[src/rtl/dbg_own_pkg.sv]
package dbg_own_pkg;
    localparam int DW       = 32;
    localparam int SELW     = 3;
    localparam int NREG     = 7;
    localparam int NPAIR    = 5;
    localparam int NEV      = NPAIR + 1;

    localparam int SEL_C0   = 0;
    localparam int SEL_ST   = 5;
    localparam int SEL_GR   = 6;

    localparam int C0_EXT   = 31;
    localparam int C0_SWM   = 30;
    localparam int C0_RSTH  = 29;
    localparam int C0_RSTL  = 28;
    localparam int PAIR_TOP = 27;
    localparam int ST_UNC   = 31;

    localparam int G_SWM    = 1;
    localparam int G_RST    = 2;
    localparam int G_UNC    = 3;
    localparam int G_PAIR0  = 4;
    localparam int G_TOP    = G_PAIR0 + NPAIR - 1;

    localparam logic [DW-1:0] GRANT_VALID = DW'(((1 << (G_TOP + 1)) - 1) & ~1);

    typedef enum logic [1:0] {
        MODE_OPEN   = 2'd0,
        MODE_LOCKED = 2'd1,
        MODE_SHARED = 2'd2
    } mode_e;
endpackage

[src/rtl/dbg_own_mode_fsm.sv]
module dbg_own_mode_fsm
    import dbg_own_pkg::*;
(
    input  logic  clk,
    input  logic  rst_n,
    input  logic  nxt_ext,
    input  logic  nxt_grant,
    output mode_e mode
);
    mode_e mode_q, mode_d;

    always_ff @(posedge clk) begin
        if (!rst_n) mode_q <= MODE_OPEN;
        else        mode_q <= mode_d;
    end

    always_comb begin
        mode_d = mode_q;
        unique case (mode_q)
            MODE_OPEN: begin
                if (nxt_ext) mode_d = nxt_grant ? MODE_SHARED : MODE_LOCKED; // ARM / ARM_GRANTED
            end
            MODE_LOCKED: begin
                if (!nxt_ext)      mode_d = MODE_OPEN;                    // DISARM
                else if (nxt_grant) mode_d = MODE_SHARED;                 // GRANT
            end
            MODE_SHARED: begin
                if (!nxt_ext)       mode_d = MODE_OPEN;                   // DISARM
                else if (!nxt_grant) mode_d = MODE_LOCKED;                // REVOKE
            end
            default: mode_d = MODE_OPEN;
        endcase
    end

    assign mode = mode_q;
endmodule

[src/rtl/dbg_own_mask.sv]
module dbg_own_mask
    import dbg_own_pkg::*;
(
    input  mode_e           mode,
    input  logic [G_TOP:1]  grant,
    output logic [DW-1:0]   mask_c0,
    output logic [DW-1:0]   mask_cx,
    output logic [DW-1:0]   mask_st
);
    always_comb begin
        mask_c0 = '0;
        mask_cx = '0;
        mask_st = '0;
        unique case (mode)
            MODE_OPEN: begin
                mask_c0 = '1;
                mask_cx = '1;
                mask_st = '1;
            end
            MODE_LOCKED: begin
                mask_c0 = '0;
            end
            MODE_SHARED: begin
                mask_c0[C0_SWM] = 1'b1;
                if (grant[G_RST]) mask_c0[C0_RSTH:C0_RSTL] = 2'b11;
                if (grant[G_UNC]) mask_st[ST_UNC] = 1'b1;
                for (int k = 0; k < NPAIR; k++) begin
                    if (grant[G_PAIR0 + k]) begin
                        mask_c0[PAIR_TOP - k] = 1'b1;
                        mask_st[PAIR_TOP - k] = 1'b1;
                    end
                end
            end
            default: mask_c0 = '0;
        endcase
    end
endmodule

[src/rtl/dbg_own_regs.sv]
module dbg_own_regs
    import dbg_own_pkg::*;
(
    input  logic            clk,
    input  logic            rst_n,
    input  logic            sw_we,
    input  logic [SELW-1:0] sw_sel,
    input  logic [DW-1:0]   sw_wdata,
    input  logic            hw_we,
    input  logic [SELW-1:0] hw_sel,
    input  logic [DW-1:0]   hw_wdata,
    input  logic [NEV-1:0]  evt_set,
    input  logic [DW-1:0]   mask_c0,
    input  logic [DW-1:0]   mask_cx,
    input  logic [DW-1:0]   mask_st,
    output logic [DW-1:0]   regs_q   [NREG],
    output logic            nxt_ext,
    output logic            nxt_grant
);
    logic [DW-1:0] ev_bits;
    logic [DW-1:0] nxt_all [NREG];

    always_comb begin
        ev_bits = '0;
        ev_bits[ST_UNC] = evt_set[0];
        for (int k = 0; k < NPAIR; k++) ev_bits[PAIR_TOP - k] = evt_set[k + 1];
    end

    for (genvar r = 0; r < NREG; r++) begin : g_reg
        logic [DW-1:0] wmask;
        logic [DW-1:0] nxt;
        logic [DW-1:0] q;

        if (r == SEL_C0)      begin : g_m0 assign wmask = mask_c0; end
        else if (r == SEL_ST) begin : g_ms assign wmask = mask_st; end
        else if (r == SEL_GR) begin : g_mg assign wmask = '0;      end
        else                  begin : g_mx assign wmask = mask_cx; end

        always_comb begin
            nxt = q;
            if (hw_we && hw_sel == SELW'(r))
                nxt = hw_wdata;
            else if (sw_we && sw_sel == SELW'(r))
                nxt = (q & ~wmask) | (sw_wdata & wmask);
            if (r == SEL_ST) nxt = nxt | ev_bits;
            if (r == SEL_GR) nxt = nxt & GRANT_VALID;
        end

        always_ff @(posedge clk) begin
            if (!rst_n) q <= '0;
            else        q <= nxt;
        end

        assign regs_q[r]  = q;
        assign nxt_all[r] = nxt;
    end

    assign nxt_ext   = nxt_all[SEL_C0][C0_EXT];
    assign nxt_grant = nxt_all[SEL_GR][G_SWM];
endmodule

[src/rtl/dbg_own_filter.sv]
module dbg_own_filter
    import dbg_own_pkg::*;
(
    input  logic            clk,
    input  logic            rst_n,
    input  logic            sw_we,
    input  logic [SELW-1:0] sw_sel,
    input  logic [DW-1:0]   sw_wdata,
    input  logic            hw_we,
    input  logic [SELW-1:0] hw_sel,
    input  logic [DW-1:0]   hw_wdata,
    input  logic [NEV-1:0]  evt_set,
    input  logic [SELW-1:0] rd_sel,
    output logic [DW-1:0]   rd_data,
    output logic [DW-1:0]   ctrl0_q,
    output logic [DW-1:0]   status_q,
    output logic [DW-1:0]   grant_q
);
    mode_e         mode;
    logic [DW-1:0] mask_c0, mask_cx, mask_st;
    logic [DW-1:0] regs [NREG];
    logic          nxt_ext, nxt_grant;

    dbg_own_mode_fsm u_fsm (
        .clk       (clk),
        .rst_n     (rst_n),
        .nxt_ext   (nxt_ext),
        .nxt_grant (nxt_grant),
        .mode      (mode)
    );

    dbg_own_mask u_mask (
        .mode    (mode),
        .grant   (regs[SEL_GR][G_TOP:1]),
        .mask_c0 (mask_c0),
        .mask_cx (mask_cx),
        .mask_st (mask_st)
    );

    dbg_own_regs u_regs (
        .clk       (clk),
        .rst_n     (rst_n),
        .sw_we     (sw_we),
        .sw_sel    (sw_sel),
        .sw_wdata  (sw_wdata),
        .hw_we     (hw_we),
        .hw_sel    (hw_sel),
        .hw_wdata  (hw_wdata),
        .evt_set   (evt_set),
        .mask_c0   (mask_c0),
        .mask_cx   (mask_cx),
        .mask_st   (mask_st),
        .regs_q    (regs),
        .nxt_ext   (nxt_ext),
        .nxt_grant (nxt_grant)
    );

    always_comb begin
        rd_data = '0;
        for (int r = 0; r < NREG; r++)
            if (rd_sel == SELW'(r)) rd_data = regs[r];
    end

    assign ctrl0_q  = regs[SEL_C0];
    assign status_q = regs[SEL_ST];
    assign grant_q  = regs[SEL_GR];
endmodule

[config.mk]
export PLATFORM = sky130hd
export DESIGN_NAME = dbg_own_filter
export DESIGN_NICKNAME = d
export VERILOG_FILES = /design/src/rtl/dbg_own_pkg.sv /design/src/rtl/dbg_own_mode_fsm.sv /design/src/rtl/dbg_own_mask.sv /design/src/rtl/dbg_own_regs.sv /design/src/rtl/dbg_own_filter.sv
export SDC_FILE = /design/constraint.sdc
export NUM_CORES = 1
export LEC_CHECK = 0
export BUFFER_PORTS_ARGS = -buffer_cell sky130_fd_sc_hd__clkbuf_2
export CAP_MARGIN = 10
export CORE_MARGIN = 1.5
export CORE_UTILIZATION = 50
export CTS_CLUSTER_SIZE = 24
export DETAILED_ROUTE_END_ITERATION = 8
export PLACE_DENSITY = 0.81
export SYNTH_ARGS = -nofsm -noshare
export SYNTH_HDL_FRONTEND = slang
export SYNTH_SLANG_ARGS = --single-unit
[constraint.sdc]
create_clock -name clk -period 3.64 [get_ports clk]
set_input_delay 0.182 -clock clk [delete_from_list [all_inputs] [get_ports clk]]
set_output_delay 0.182 -clock clk [all_outputs]
set_load 0.1 [all_outputs]
* Yosys cells after proc, flatten, opt, wreduce, memory -nomap -nowiden *
Index checks and enable logic that the tools add are counted.
Widths: inputs -> output; s select.

word-level totals
  register bits after elaboration = 202
  logic and storage cells = 115
  output and inout bits = 128
  bits of input ports = 83

operators by class
  bitwise logic cells = 19
  equality and inequality tests = 22
  muxes and demuxes = 41
  reduce and logical (&&, ||, !) cells = 23

operator list
  cell                count
  $mux 32             20
  $and 32x32->32      9
  $or 32x32->32       7
  $not 32->32         3
  $eq 3x3->1 const B  8
  $mux 23             1
  $eq 3x2->1 const B  6
  $pmux 8 s2          1
  $mux 2              7
  $logic_and 1x1->1   13
  $pmux 5 s2          1
  $reduce_bool 2->1   5
  $eq 3x1->1 const B  3
  $logic_not 3->1     3
  $mux 9              1
  $mux 1              7
  $ne 3x3->1 const B  2
  $pmux 2 s3          1
  $mux 3              1
  $reduce_and 3->1    1
  $eq 2x1->1 const B  1
  $eq 2x2->1 const B  1
  $logic_not 2->1     1
  $ne 2x1->1 const B  1
  $pmux 1 s2          1

* Depth between registers and ports, before layout *
  depth after elaboration = 9
  mapped depth = 8
  gate-level depth less buffers = 4

* Cells and area by module *
From an unflattened synthesis, not the netlist that was laid out.

unflattened totals
  cells, all modules = 1,661
  area total of the unflattened synthesis = 12,921.1 um2

modules (own cells, without submodules)
  module            sequential area each (um2)  area each (um2)  cells each  times used
  dbg_own_regs      4,003.8                     9,661.8          1,247       1
  dbg_own_filter    0.0                         2,411.1          303         1
  dbg_own_mask      0.0                         780.7            105         1
  dbg_own_mode_fsm  40.0                        67.6             6           1

* Least setup slack after synthesis *
No wires, ideal clock.

  path kind = in2out
  start point = input rd_sel[2]
  end point = output rd_data[7]
  setup slack = 0.598 ns
  required time = 3.458 ns
  stages on the path = 8
  arrival time = 2.860 ns
  path through = clkbuf_1 > nor2b_1 > buf_2 > and2_1 > clkbuf_1 > buf_2 > a22oi_1 > a32oi_1

on the way
  word-level cells in the longest chain between the ends = 8
  elaborated cells between the ends (all ways) = 14

RTL lines
  element                line                  RTL
  from (decl)            dbg_own_filter.sv:13  input logic [SELW-1:0] rd_sel,
  $logic_not 3->1        dbg_own_filter.sv:61  if (rd_sel == SELW'(r)) rd_data = regs[r];
  $mux 32 (6 in series)  dbg_own_filter.sv:61
  $mux 32 *              dbg_own_filter.sv:61
  to (decl)              dbg_own_filter.sv:14  output logic [DW-1:0] rd_data,

Every way passes the cells marked *; elsewhere a longest branch is shown, timed or not.

* Worst setup path in the final report *
  start point = input rd_sel[2]
  end point = output rd_data[10]

The elaborated chain is that of the path after synthesis.

==> results.yml <==
critical_path:
  end_kind: "output port"
  path_class: "in -> out"
  cp-start-kind: "input port"
  required_ps: 3460
  cp.arrival_ps: 2580
  worst-path-max-fanout: 24
clock_tree:
  post_cts_buffers: 0
  ctsResizeCount: 0
  cts.htree.levels: 1
  cts_root_buffer: "clkbuf_16"
  cts_buffer_depth: 3
  cts_tree: "done"
  clock-sinks: 202
  postCtsHoldBufs: 18
  clk-insertion-delay-late_ps: 510
  clk_pin_slew_worst_paths_ps: 60
  cts_buffers: 23
placed_design:
  place_area_um2: 11300
  dpl.hpwl_um: 23500
  port_buffers: 186
  gp_congestion: 0.902
die:
  die_h_um: 151
  core_um2: 21200
  dieWidth_um: 151
  dieArea_um2: 22700
  initial_core_util_pct: 51.5
  io-pin-count: 211
  placementRows: 53
timing:
  fmax_mhz: 361
  fin_crit_sh_pct: 76.0
  fin_skew_ps: 7.06
  setup_viol: 0
  layout_min_cycle_time_ps: 2770
  rsz0062_at_grt: "no"
  fin_tns_setup_ps: 0
  drv_slew: 0
  tightest_slew_ps: 1150
  maxSlewHeadroom_pct: 23.1
  hold_violations: 0
global_route:
  grt_pass1_wl_um: 57300
  grt_antenna_before_repair: 0
  top_usage_layer: "met2"
  gr-usage-met1_pct: 42.3
  gr-usage-met3_pct: 5.39
  use_met2_pct: 51.1
  grt_max_degree: 111
  grt_usage_pct: 32.1
  grt_pass1_vias: 10200
  grt.overflow.total: 0
status:
  status: "finished, violations left"
  violations: "DRC"
logic_synthesis:
  synth_area_leader_cell: "dfxtp_1"
  synthCells: 1445
  yosysWarnings: 0
  synth.avg_cell_area_um2: 7.56
  synth_ff_type: "dfxtp_1"
  yosys.area.top_type_share_pct: 37.0
  synth_enable_flop_cells: 0
  ys_seq_elements: 202
  synthTopCellsByArea: "dfxtp_1, nand2_1, o21ai_0"
  ys_types: 43
  async_flop_share_pct: 0
  syn_area_um2: 10900
  yosysSeqAreaShare_pct: 37.0
pwr:
  p_per_area_nw_per_um2: 485
  p_leak_nw: 4.58
  ir_worst_vdd_uv: 302
detailed_routing:
  ant_nets: 0
  first_pass_iters: 9
  wl_per_cell_um: 20.9
  first_iter_violations: 1295
  routed_wl_um: 37400
  vias_per_cell: 6.31
  vias: 11300
  drc: 3
layout:
  area_delta_synth_final_pct: 11.6
  layout_commonest_cell: "nand2_1"
  num-nets-final: 1584
  layout_common_cells: "nand2_1, dfxtp_1, o21ai_0"
  design_area_um2: 12200
  drive_gt1_share_pct: 19.0
  n_antenna_cell: 0
worst_hold_path:
  min_path_type: "in -> reg"
job:
  drv_cap: 0
## metrics by stage
stage               setup WS, ps  instances  util [%]  hold WS, ps  total power (W)
global placement            1100       1733      53.2          454          0.00364
finish                       873       1788      57.4         9.66          0.00591
floorplan                    598       1468         -          337          0.00344
global route                 825       1788      57.4         14.0          0.00608
detailed placement          1010       1733      53.2          462          0.00367
CTS                          955       1788      57.4         1.08          0.00588
## layout make-up
cell class	instances	area [um^2]
flip-flops and latches	202	4040
inverters	11	41.3
fillers	1922	9030
repair buffers	227	1300
clock buffers	33	663
multi-input cells	1036	5750
clock inverters	4	45.0
well taps	275	344
## power by group
part | internal, W | total, W | switching (W) | leakage (nW)
Sequential | 0.00232 | 0.00240 | 0.0000809 | 1.65
Clock | 0.00132 | 0.00225 | 0.000930 | 0.351
Combinational | 0.000268 | 0.00125 | 0.000985 | 2.58
## layer usage
layer	vias up	share of wire, %
met5	-	0
met4	0	4.4
met3	137	11
met2	758	46
met1	5268	39
li1	5124	-
## cells by family after synthesis
kind of cell    Yosys count  synth area share, %
compound gates          496                 26.3
simple gates            453                 17.8
buf+inv                 230                 11.5
flops                   202                 37.0
mux                      63                 7.37
other cells               1               0.0343
## worst paths after layout
path,startpoint,to,slack (ps),cells past startpoint
worst max-delay path,rd_sel[2],rd_data[10],870,7
worst min register to register,u_regs.g_reg[0].q[7]$_SDFFE_PN0P_,u_regs.g_reg[0].q[7]$_SDFFE_PN0P_,470,2
worst min-delay path,sw_wdata[1],flip-flop,10,3
worst max register to register,u_fsm.mode[1]$_SDFFE_PN0P_,u_regs.g_reg[0].q[19]$_SDFFE_PN0P_,1400,5
## Yosys cell counts, types with 12 or more instances
cell type,n
a22oi_1,20
mux2_2,19
buf_4,98
dfxtp_1,202
nor3_1,19
nor2_1,29
clkbuf_1,99
buf_2,17
a31oi_1,142
a21oi_1,84
nand2_1,337
o21ai_0,194
nor2b_1,31
mux4_2,12
mux2i_1,32
o22ai_1,16
## critical path: stages
cell and delay (ps):
clkbuf_2 460, buf_4 460, nor2b_1 540, a22oi_1 200, nor2_1 150, a211o_1 130, clkbuf_2 460
No activity file was read; power rests on OpenSTA's default activity.
